$ cat src/rtl/bcid_pkg.sv
package bcid_pkg;

    localparam int TAPS    = 5;
    localparam int SMP_W   = 10;
    localparam int COEF_W  = 4;
    localparam int E_W     = 8;
    localparam int SH_W    = 4;
    // product width (unsigned sample made signed, times coefficient) plus growth of the tap sum
    localparam int ACC_W   = SMP_W + 1 + COEF_W + $clog2(TAPS);
    localparam int IDX_MAX = (1 << E_W) - 1;

    typedef logic signed [ACC_W-1:0] acc_t;
    typedef logic [E_W-1:0]          energy_t;

    typedef struct packed {
        logic    hit;
        energy_t idx;
    } peak_t;

    // scale a filter value and clamp it into table index range
    function automatic energy_t to_index(acc_t v, logic [SH_W-1:0] sh);
        acc_t s;
        s = v >>> sh;
        if (s < 0)
            return '0;
        else if (s > acc_t'(IDX_MAX))
            return '1;
        else
            return s[E_W-1:0];
    endfunction

endpackage

$ cat src/rtl/bcid_fir.sv
module bcid_fir
    import bcid_pkg::*;
#(
    parameter int N_TAP  = TAPS,
    parameter int S_W    = SMP_W,
    parameter int C_W    = COEF_W
) (
    input  logic                   clk,
    input  logic                   rst,
    input  logic [S_W-1:0]         smp_i,
    input  logic [N_TAP*C_W-1:0]   coef_i,
    output acc_t                   fir_o
);

    logic [S_W-1:0] win [N_TAP];
    acc_t           smp_ext  [N_TAP];
    acc_t           coef_ext [N_TAP];
    acc_t           prod     [N_TAP];
    acc_t           sum;

    always_ff @(posedge clk) begin
        if (rst) begin
            for (int i = 0; i < N_TAP; i++) win[i] <= '0;
        end else begin
            win[0] <= smp_i;
            for (int i = 1; i < N_TAP; i++) win[i] <= win[i-1];
        end
    end

    for (genvar g = 0; g < N_TAP; g++) begin : g_tap
        assign smp_ext[g]  = ACC_W'($signed({1'b0, win[g]}));
        assign coef_ext[g] = ACC_W'($signed(coef_i[g*C_W +: C_W]));
        assign prod[g]     = smp_ext[g] * coef_ext[g];
    end

    always_comb begin
        sum = '0;
        for (int i = 0; i < N_TAP; i++) sum = sum + prod[i];
    end

    always_ff @(posedge clk) begin
        if (rst) fir_o <= '0;
        else     fir_o <= sum;
    end

    // the window of taps moves by one crossing per edge
    AST_WINDOW_SHIFT: assert property (@(posedge clk) disable iff (rst)
        !$past(rst) |-> win[1] == $past(win[0]));

endmodule

$ cat src/rtl/bcid_peak.sv
module bcid_peak
    import bcid_pkg::*;
#(
    parameter int S_W = SH_W
) (
    input  logic           clk,
    input  logic           rst,
    input  acc_t           fir_i,
    input  logic [S_W-1:0] shift_i,
    output peak_t          pk_o
);

    acc_t f_mid;
    acc_t f_old;

    always_ff @(posedge clk) begin
        if (rst) begin
            f_mid <= '0;
            f_old <= '0;
            pk_o  <= '0;
        end else begin
            f_mid    <= fir_i;
            f_old    <= f_mid;
            pk_o.hit <= (f_mid > f_old) && (f_mid >= fir_i);
            pk_o.idx <= to_index(f_mid, shift_i);
        end
    end

    AST_NO_DOUBLE_PEAK: assert property (@(posedge clk) disable iff (rst)
        pk_o.hit |=> !pk_o.hit);

endmodule

$ cat src/rtl/bcid_lut.sv
module bcid_lut
    import bcid_pkg::*;
#(
    parameter int A_W   = E_W,
    parameter int DEPTH = 1 << A_W
) (
    input  logic           clk,
    input  logic           rst,
    input  peak_t          pk_i,
    input  energy_t        thr_i,
    input  logic           we_i,
    input  logic [A_W-1:0] waddr_i,
    input  energy_t        wdata_i,
    output energy_t        energy_o
);

    energy_t mem [DEPTH];
    energy_t rd;

    always_ff @(posedge clk) begin
        if (we_i) mem[waddr_i] <= wdata_i;
    end

    assign rd = mem[pk_i.idx];

    always_ff @(posedge clk) begin
        if (rst)
            energy_o <= '0;
        else if (pk_i.hit && rd >= thr_i)
            energy_o <= rd;
        else
            energy_o <= '0;
    end

    AST_NONPEAK_ZERO: assert property (@(posedge clk) disable iff (rst)
        !pk_i.hit |=> energy_o == '0);

    AST_ABOVE_THRESHOLD: assert property (@(posedge clk) disable iff (rst)
        !$past(rst) && energy_o != '0 |-> energy_o >= $past(thr_i));

    AST_ZERO_AFTER_HIT: assert property (@(posedge clk) disable iff (rst)
        energy_o != '0 |=> energy_o == '0);

endmodule

$ cat src/rtl/bcid_peak_filter.sv
module bcid_peak_filter
    import bcid_pkg::*;
(
    input  logic                     clk,
    input  logic                     rst,
    input  logic [SMP_W-1:0]         smp_i,
    input  logic [TAPS*COEF_W-1:0]   coef_i,
    input  logic [SH_W-1:0]          shift_i,
    input  logic [E_W-1:0]           thr_i,
    input  logic                     lut_we_i,
    input  logic [E_W-1:0]           lut_addr_i,
    input  logic [E_W-1:0]           lut_data_i,
    output logic [E_W-1:0]           energy_o
);

    acc_t  fir;
    peak_t pk;

    bcid_fir #(.N_TAP(TAPS), .S_W(SMP_W), .C_W(COEF_W)) u_fir (
        .clk   (clk),
        .rst   (rst),
        .smp_i (smp_i),
        .coef_i(coef_i),
        .fir_o (fir)
    );

    bcid_peak #(.S_W(SH_W)) u_peak (
        .clk    (clk),
        .rst    (rst),
        .fir_i  (fir),
        .shift_i(shift_i),
        .pk_o   (pk)
    );

    bcid_lut #(.A_W(E_W)) u_lut (
        .clk     (clk),
        .rst     (rst),
        .pk_i    (pk),
        .thr_i   (thr_i),
        .we_i    (lut_we_i),
        .waddr_i (lut_addr_i),
        .wdata_i (lut_data_i),
        .energy_o(energy_o)
    );

    AST_RESET_QUIET: assert property (@(posedge clk)
        rst |=> energy_o == '0);

endmodule

$ cat config.mk
export PLATFORM = sky130hd
export DESIGN_NAME = bcid_peak_filter
export DESIGN_NICKNAME = d
export VERILOG_FILES = /design/src/rtl/bcid_pkg.sv /design/src/rtl/bcid_fir.sv /design/src/rtl/bcid_peak.sv /design/src/rtl/bcid_lut.sv /design/src/rtl/bcid_peak_filter.sv
export SDC_FILE = /design/constraint.sdc
export NUM_CORES = 2
export LEC_CHECK = 0
export BUFFER_PORTS_ARGS = -buffer_cell sky130_fd_sc_hd__buf_2
export CORE_ASPECT_RATIO = 1.1
export CORE_MARGIN = 5
export CORE_UTILIZATION = 66
export DETAILED_ROUTE_END_ITERATION = 16
export GPL_ROUTABILITY_DRIVEN = 0
export PLACE_DENSITY_LB_ADDON = 0.2
export SKIP_CTS_REPAIR_TIMING = 1
export SYNTH_ARGS = -nofsm -noshare
export SYNTH_HDL_FRONTEND = slang
export SYNTH_SLANG_ARGS = --single-unit
$ cat constraint.sdc
create_clock -name clk -period 10.3 [get_ports clk]
set_input_delay 0.515 -clock clk [delete_from_list [all_inputs] [get_ports clk]]
set_output_delay 0.515 -clock clk [all_outputs]
set_load 0.1 [all_outputs]
# Word level (Yosys, flattened, before mapping)
# Memory sizes are Yosys's and may differ from the RTL's. A register that Yosys moved wholly into a read port is not among the register bits.
# Index checks and enable logic that the tools add are counted.
[classes] reduce_logical=4 n_shift=1 order_cmp=5 n_mux=12 bitwise=6 add_sub_neg=4 multipliers=5
[ops] operator="multiplier 11 x 4 -> 15 bit" n=5
[ops] operator="adder 18 bit" n=4
[ops] operator="2-to-1 mux 10 bit" n=5
[ops] operator=">= comparator 18 bit" n=1
[ops] operator="greater-than comparator 18 bit" n=1
[ops] operator="greater-than comparator 18 x 9 -> 1 bit (second input constant)" n=1
[ops] operator="less-than comparator 18 x 1 -> 1 bit (second input constant)" n=1
[ops] operator=">>> shifter 18 x 4 -> 18 bit" n=1
[ops] operator="2-to-1 mux 8 bit" n=2
[ops] operator=">= comparator 8 bit" n=1
[ops] operator="2-to-1 mux 1 bit" n=5
[ops] operator="bitwise OR 1 bit" n=5
[ops] operator="OR reduction 2 bit" n=2
[ops] operator="logical AND 1 bit" n=2
[ops] operator="NOT 1 bit" n=1
[totals] output_inout_bits=8 ram_bits=2098 reg_bits=63 in_bits=61 n_memories=2 word_cells=44
[mem_list] memory="u_lut.mem" words=256 word_bits=8 rd=1 rd_ports_with_merged_regs=1 wr=1 line_no="bcid_lut.sv:17" rtl="energy_t mem [DEPTH];"
[mem_list] memory="u_fir.win" words=5 word_bits=10 rd=5 rd_ports_with_merged_regs=0 wr=5 line_no="bcid_fir.sv:15" rtl="logic [S_W-1:0] win [N_TAP];"

# Longest topological paths before layout
# An unclocked memory read counts as a cell.
[depth] ltp_word=6 ltp_mapped=27

# Modules after synthesis
# From an unflattened synthesis, not the netlist that was laid out.
[unflattened] cells_unflattened=5148 hier_area_um2=92506.2
[by_module_without_submodules] mod="bcid_lut" n_inst=1 cells_per_inst=3866 area_each_um2=80378.3 seq_area_each_um2=61659.1
[by_module_without_submodules] mod="bcid_fir" n_inst=1 cells_per_inst=962 area_each_um2=9225.1 seq_area_each_um2=1361.3
[by_module_without_submodules] mod="bcid_peak" n_inst=1 cells_per_inst=320 area_each_um2=2902.8 seq_area_each_um2=900.9

# Least setup slack after synthesis
# OpenSTA, ideal clock, no wires.
[synth_path] path_type="input to register" start="input coef_i[13]" end="register u_fir.fir_o[16]" setup_ns=0.121 slack_ns=3.688 t_required_ns=10.179 arrival_time_ns=6.491 cell_stages=22 cell_sequence="nand2_1 fa_1 fa_1 fa_1 inv_1 ha_1 fa_1 a21o_1 a21oi_1 o21bai_1 a21oi_1 o21ai_0 o311ai_0 fa_1 fa_1 fa_1 ha_1 o21ai_0 nand2b_1 and2_1 a21oi_1 mux2_2"
[synth_between] elab_chain_cells=3
[synth_lines] element="start, declared" line_no="bcid_peak_filter.sv:7" rtl="input logic [TAPS*COEF_W-1:0] coef_i,"
[synth_lines] element="multiplier 11 x 4 -> 15 bit" line_no="bcid_fir.sv:33" rtl="assign prod[g] = smp_ext[g] * coef_ext[g];"
[synth_lines] element="adder 18 bit (2 in series)" line_no="bcid_fir.sv:38" rtl="for (int i = 0; i < N_TAP; i++) sum = sum + prod[i];"
[synth_lines] element="end signal, assigned" line_no="bcid_fir.sv:43" rtl="else fir_o <= sum;"
[synth_lines] element="end, declared" line_no="bcid_fir.sv:12" rtl="output acc_t fir_o"
# Every way passes these cells.
# A chain may end at the register's enable or synchronous reset.

==> metrics.txt <==
# TYPE chip_impl_metric gauge
chip_impl_info{name="outcome",value="finished clean"} 1
chip_impl_metric{name="timing.max_cap.violations",unit=""} 0
chip_impl_metric{name="drive_gt1_share",unit="%"} 18.7
chip_impl_metric{name="remaining_drc_errors",unit=""} 0
chip_impl_metric{name="drt_iter0_markers",unit=""} 6562
chip_impl_info{name="timing.critical_path.from_type",value="flip-flop"} 1
chip_impl_metric{name="cts_inserted_buffers",unit=""} 199
chip_impl_info{name="cts_root_buf",value="clkbuf_16"} 1
chip_impl_metric{name="avgRoutedWirePerCell",unit="um"} 31.2
chip_impl_metric{name="timing.critical_path.buf_inv",unit=""} 1
chip_impl_metric{name="synth_sequential_area_ratio",unit="%"} 69.2
chip_impl_metric{name="max_clock_freq",unit="MHz"} 144
chip_impl_metric{name="wl",unit="um"} 224000
chip_impl_metric{name="post-dp-hpwl",unit="um"} 138000
chip_impl_metric{name="via_per_inst",unit=""} 6.86
chip_impl_metric{name="fillers",unit=""} 8086
chip_impl_metric{name="final.setup_skew",unit="ns"} 0.0270
chip_impl_metric{name="pwr_density_cell",unit="nW/um2"} 215
chip_impl_metric{name="global_route_usage_sum",unit="%"} 30.6
chip_impl_metric{name="total_power",unit="mW"} 21.7
chip_impl_info{name="ys_dominant_reg_cell",value="edfxtp_1"} 1
chip_impl_metric{name="insertion_delay",unit="ns"} 0.83
chip_impl_metric{name="grt_antenna_before_repair",unit=""} 5
chip_impl_metric{name="fin_crit_sh",unit="%"} 67.4
chip_impl_metric{name="fp.dieH",unit="um"} 402
chip_impl_metric{name="syn-cell-area",unit="um2"} 92300
chip_impl_metric{name="row_count",unit=""} 144
chip_impl_metric{name="die_area",unit="um2"} 147000
chip_impl_info{name="critical_path.reg2reg.startpoint",value="u_fir.win[0][42]"} 1
chip_impl_metric{name="post_synth.cell_area_avg",unit="um2"} 18.2
chip_impl_metric{name="detailedRoute.firstPassIterationCount",unit=""} 9
chip_impl_metric{name="setup_viol",unit=""} 0
chip_impl_metric{name="multiInputGateArea",unit="um2"} 26300
chip_impl_metric{name="crit_required",unit="ns"} 11.01
chip_impl_info{name="critical_path_slowest_stage_cell",value="fa_1"} 1
chip_impl_metric{name="number_of_flops_mapped_to_enable_cells_by_yosys",unit=""} 2048
chip_impl_metric{name="setup_total_negative_slack",unit="ns"} 0
chip_impl_info{name="crit_type",value="flip-flop to flip-flop"} 1
chip_impl_metric{name="ys.warnings.count",unit=""} 0
chip_impl_metric{name="rrSetupSlack",unit="ns"} 3.36
chip_impl_metric{name="worst_max_slew_pin_slew",unit="ns"} 1.28
chip_impl_metric{name="max-slew-margin-rel",unit="%"} 14.8
chip_impl_metric{name="globalRouteOverflowTotal",unit=""} 0
chip_impl_metric{name="sequential_cell_area",unit="um2"} 63900
chip_impl_metric{name="ant_nets",unit=""} 0
chip_impl_metric{name="finalMaxSlewViolations",unit=""} 0
chip_impl_metric{name="fin_util",unit="%"} 72.2
chip_impl_metric{name="timing_hold_violations_final",unit=""} 0
chip_impl_info{name="worstHoldStart",value="rst"} 1
chip_impl_info{name="crit_chain",value="nand2_1 > fa_1 > fa_1 > fa_1 > inv_1 > ha_1 > fa_1 > a21o_1 > a21oi_1 > o21bai_1 > a21oi_1 > o21ai_0 > o311ai_0 > fa_1 > fa_1 > fa_1 > ha_1 > o21ai_0 > nand2b_1 > and2_1 > a21oi_1 > mux2_2"} 1
chip_impl_info{name="crit_start",value="u_fir.win[0][42]"} 1
chip_impl_info{name="rsz_0062_raised_after_global_routing",value="false"} 1
chip_impl_metric{name="yosysUniqueCellTypes",unit=""} 78
chip_impl_metric{name="cts_max_level",unit=""} 4
chip_impl_metric{name="detailroute.via_count",unit=""} 49299
chip_impl_info{name="endpoint_kind",value="flip-flop"} 1
chip_impl_metric{name="synthesized_instance_count",unit=""} 5076
chip_impl_metric{name="worst_path_largest_cell_delay",unit="ns"} 0.57
chip_impl_info{name="crit_path_frequent_cell",value="fa_1"} 1
chip_impl_metric{name="synthArstFlopShare",unit="%"} 0
chip_impl_metric{name="grt_max_degree",unit=""} 168
chip_impl_info{name="cp_top_family",value="adder cells"} 1
chip_impl_metric{name="syn2layout_area_growth",unit="%"} 9.26
chip_impl_metric{name="worstPathMaxFanout",unit=""} 4
chip_impl_metric{name="worst_setup_hold_path_clk_slew",unit="ns"} 0.07
chip_impl_metric{name="cts.sinks",unit=""} 2169
chip_impl_metric{name="synth_nets",unit=""} 5476
chip_impl_info{name="hold_class",value="primary input to flip-flop"} 1
chip_impl_metric{name="total_of_flip_flops_plus_latches_after_synthesis",unit=""} 2169
chip_impl_metric{name="grt_pass1_vias",unit=""} 49390
chip_impl_info{name="mostFrequentLayoutCell",value="edfxtp_1"} 1
chip_impl_metric{name="core_region_area",unit="um2"} 140000
chip_impl_metric{name="cts_max_path_buffers",unit=""} 3
chip_impl_metric{name="post_layout_min_period",unit="ns"} 6.94
chip_impl_metric{name="io-pin-count",unit=""} 69
chip_impl_info{name="layout_common_cells",value="edfxtp_1 (2,048), mux4_2 (512), nor2_1 (412)"} 1
chip_impl_metric{name="die-width",unit="um"} 367
chip_impl_metric{name="worst_ep_arrival_time",unit="ns"} 7.65
chip_impl_metric{name="floorplan.initialDensity",unit="%"} 66.1
chip_impl_metric{name="power.ir.vdd_worst",unit="mV"} 0.262
chip_impl_metric{name="static-leakage-power",unit="nW"} 33.1
chip_impl_metric{name="fin_nets",unit=""} 5583
chip_impl_metric{name="grt_first_pass_wirelength",unit="um"} 330000
chip_impl_info{name="cts_tree",value="done"} 1
chip_impl_metric{name="place.port_buffers",unit=""} 68
## area by class of cell
type                       instances  area share (%)
inverter                         200           0.744
multi-input combinational       2462            26.1
clock inverter                   116            1.14
clock buffer                     254            5.28
antenna                            6          0.0149
tap                             1825            2.26
sequential                      2169            63.4
timing repair buffer             151            1.11
## worst paths after layout
check / depth (start not counted) / endpoint
max: 22 / u_fir.fir_o[16]
min: 2 / u_peak.f_mid[7]
max reg2reg: 22 / u_fir.fir_o[16]
min reg2reg: 2 / u_peak.f_mid[5]
## cell usage after synthesis (6+ instances only)
| master | number | share of area (%) |
|---|---|---|
| o211ai_1 | 15 | 0.12 |
| dfxtp_1 | 121 | 2.6 |
| and2_1 | 117 | 0.79 |
| o41ai_1 | 6 | 0.057 |
| a221oi_1 | 15 | 0.14 |
| o21ai_0 | 52 | 0.28 |
| ha_1 | 207 | 2.8 |
| or2_2 | 11 | 0.075 |
| edfxtp_1 | 2048 | 67 |
| a21oi_1 | 81 | 0.44 |
| buf_1 | 17 | 0.069 |
| nand4_1 | 14 | 0.095 |
| clkbuf_1 | 106 | 0.43 |
| a211oi_1 | 16 | 0.13 |
| o22ai_1 | 85 | 0.58 |
| buf_4 | 29 | 0.24 |
| nor2b_1 | 104 | 0.70 |
| nand2b_1 | 43 | 0.29 |
| o31ai_1 | 7 | 0.057 |
| xor2_1 | 16 | 0.15 |
| buf_6 | 32 | 0.39 |
| mux2i_1 | 89 | 0.96 |
| o221ai_1 | 9 | 0.085 |
| a31oi_1 | 12 | 0.081 |
| a22o_1 | 10 | 0.095 |
| mux4_2 | 512 | 12 |
| fa_1 | 132 | 2.9 |
| nor3_1 | 51 | 0.28 |
| o21bai_1 | 6 | 0.049 |
| nand3_1 | 57 | 0.31 |
| nand2_1 | 125 | 0.51 |
| o21a_1 | 12 | 0.098 |
| xnor2_1 | 36 | 0.34 |
| a21o_1 | 21 | 0.17 |
| mux2_2 | 25 | 0.30 |
| nor4_1 | 21 | 0.14 |
| and3_1 | 8 | 0.054 |
| buf_2 | 58 | 0.31 |
| inv_1 | 196 | 0.80 |
| nor2_1 | 413 | 1.7 |
| a22oi_1 | 68 | 0.55 |
## metal layers
metal,vias to the layer above,track usage [%],wire [um],share of wire (%)
li1,20256,-,-,-
met1,25442,42.9,82100,37
met2,3091,48.4,108000,48
met3,510,6.76,23900,11
met4,0,11.8,10100,4.5
met5,-,0,0,0
## cells by family (layout without fill, tap and decap cells)
family	after synthesis	after routing	share of synthesized area [%]
compound gates	455	455	3.38
xor+xnor	52	52	0.493
fa+ha+maj	339	339	5.67
buf+inv	445	721	2.31
flops	2169	2169	69.2
mux	626	626	13.8
other cells	0	6	0
simple gates	990	990	5.16
## stage by stage
stage	area, um2	hold WS [ns]	setup WS, ns	instances
final	101000	0.0664	3.36	7183
after global routing	101000	0.0608	2.98	7177
after CTS	101000	-0.151	3.38	7167
after detailed placement	94300	0.439	3.07	6797
after global placement	94300	0.429	3.10	6797
after floorplan	92300	0.416	3.69	5076
## flip-flops by register name (all words and copies together), names as in the netlist, named ones only
name            flops
u_peak.f_mid       18
u_lut.energy_o      8
u_fir.fir_o        18
u_lut.mem        2048
u_fir.win          50
u_peak.f_old       18
u_peak.pk_o         1
## power breakdown
group / internal, mW / switching, mW / total (mW)
Sequential: 9.73 / 0.131 / 9.86
Clock: 4.10 / 3.22 / 7.32
Combinational: 1.83 / 2.66 / 4.49
No activity file was read; power rests on OpenSTA's default activity.
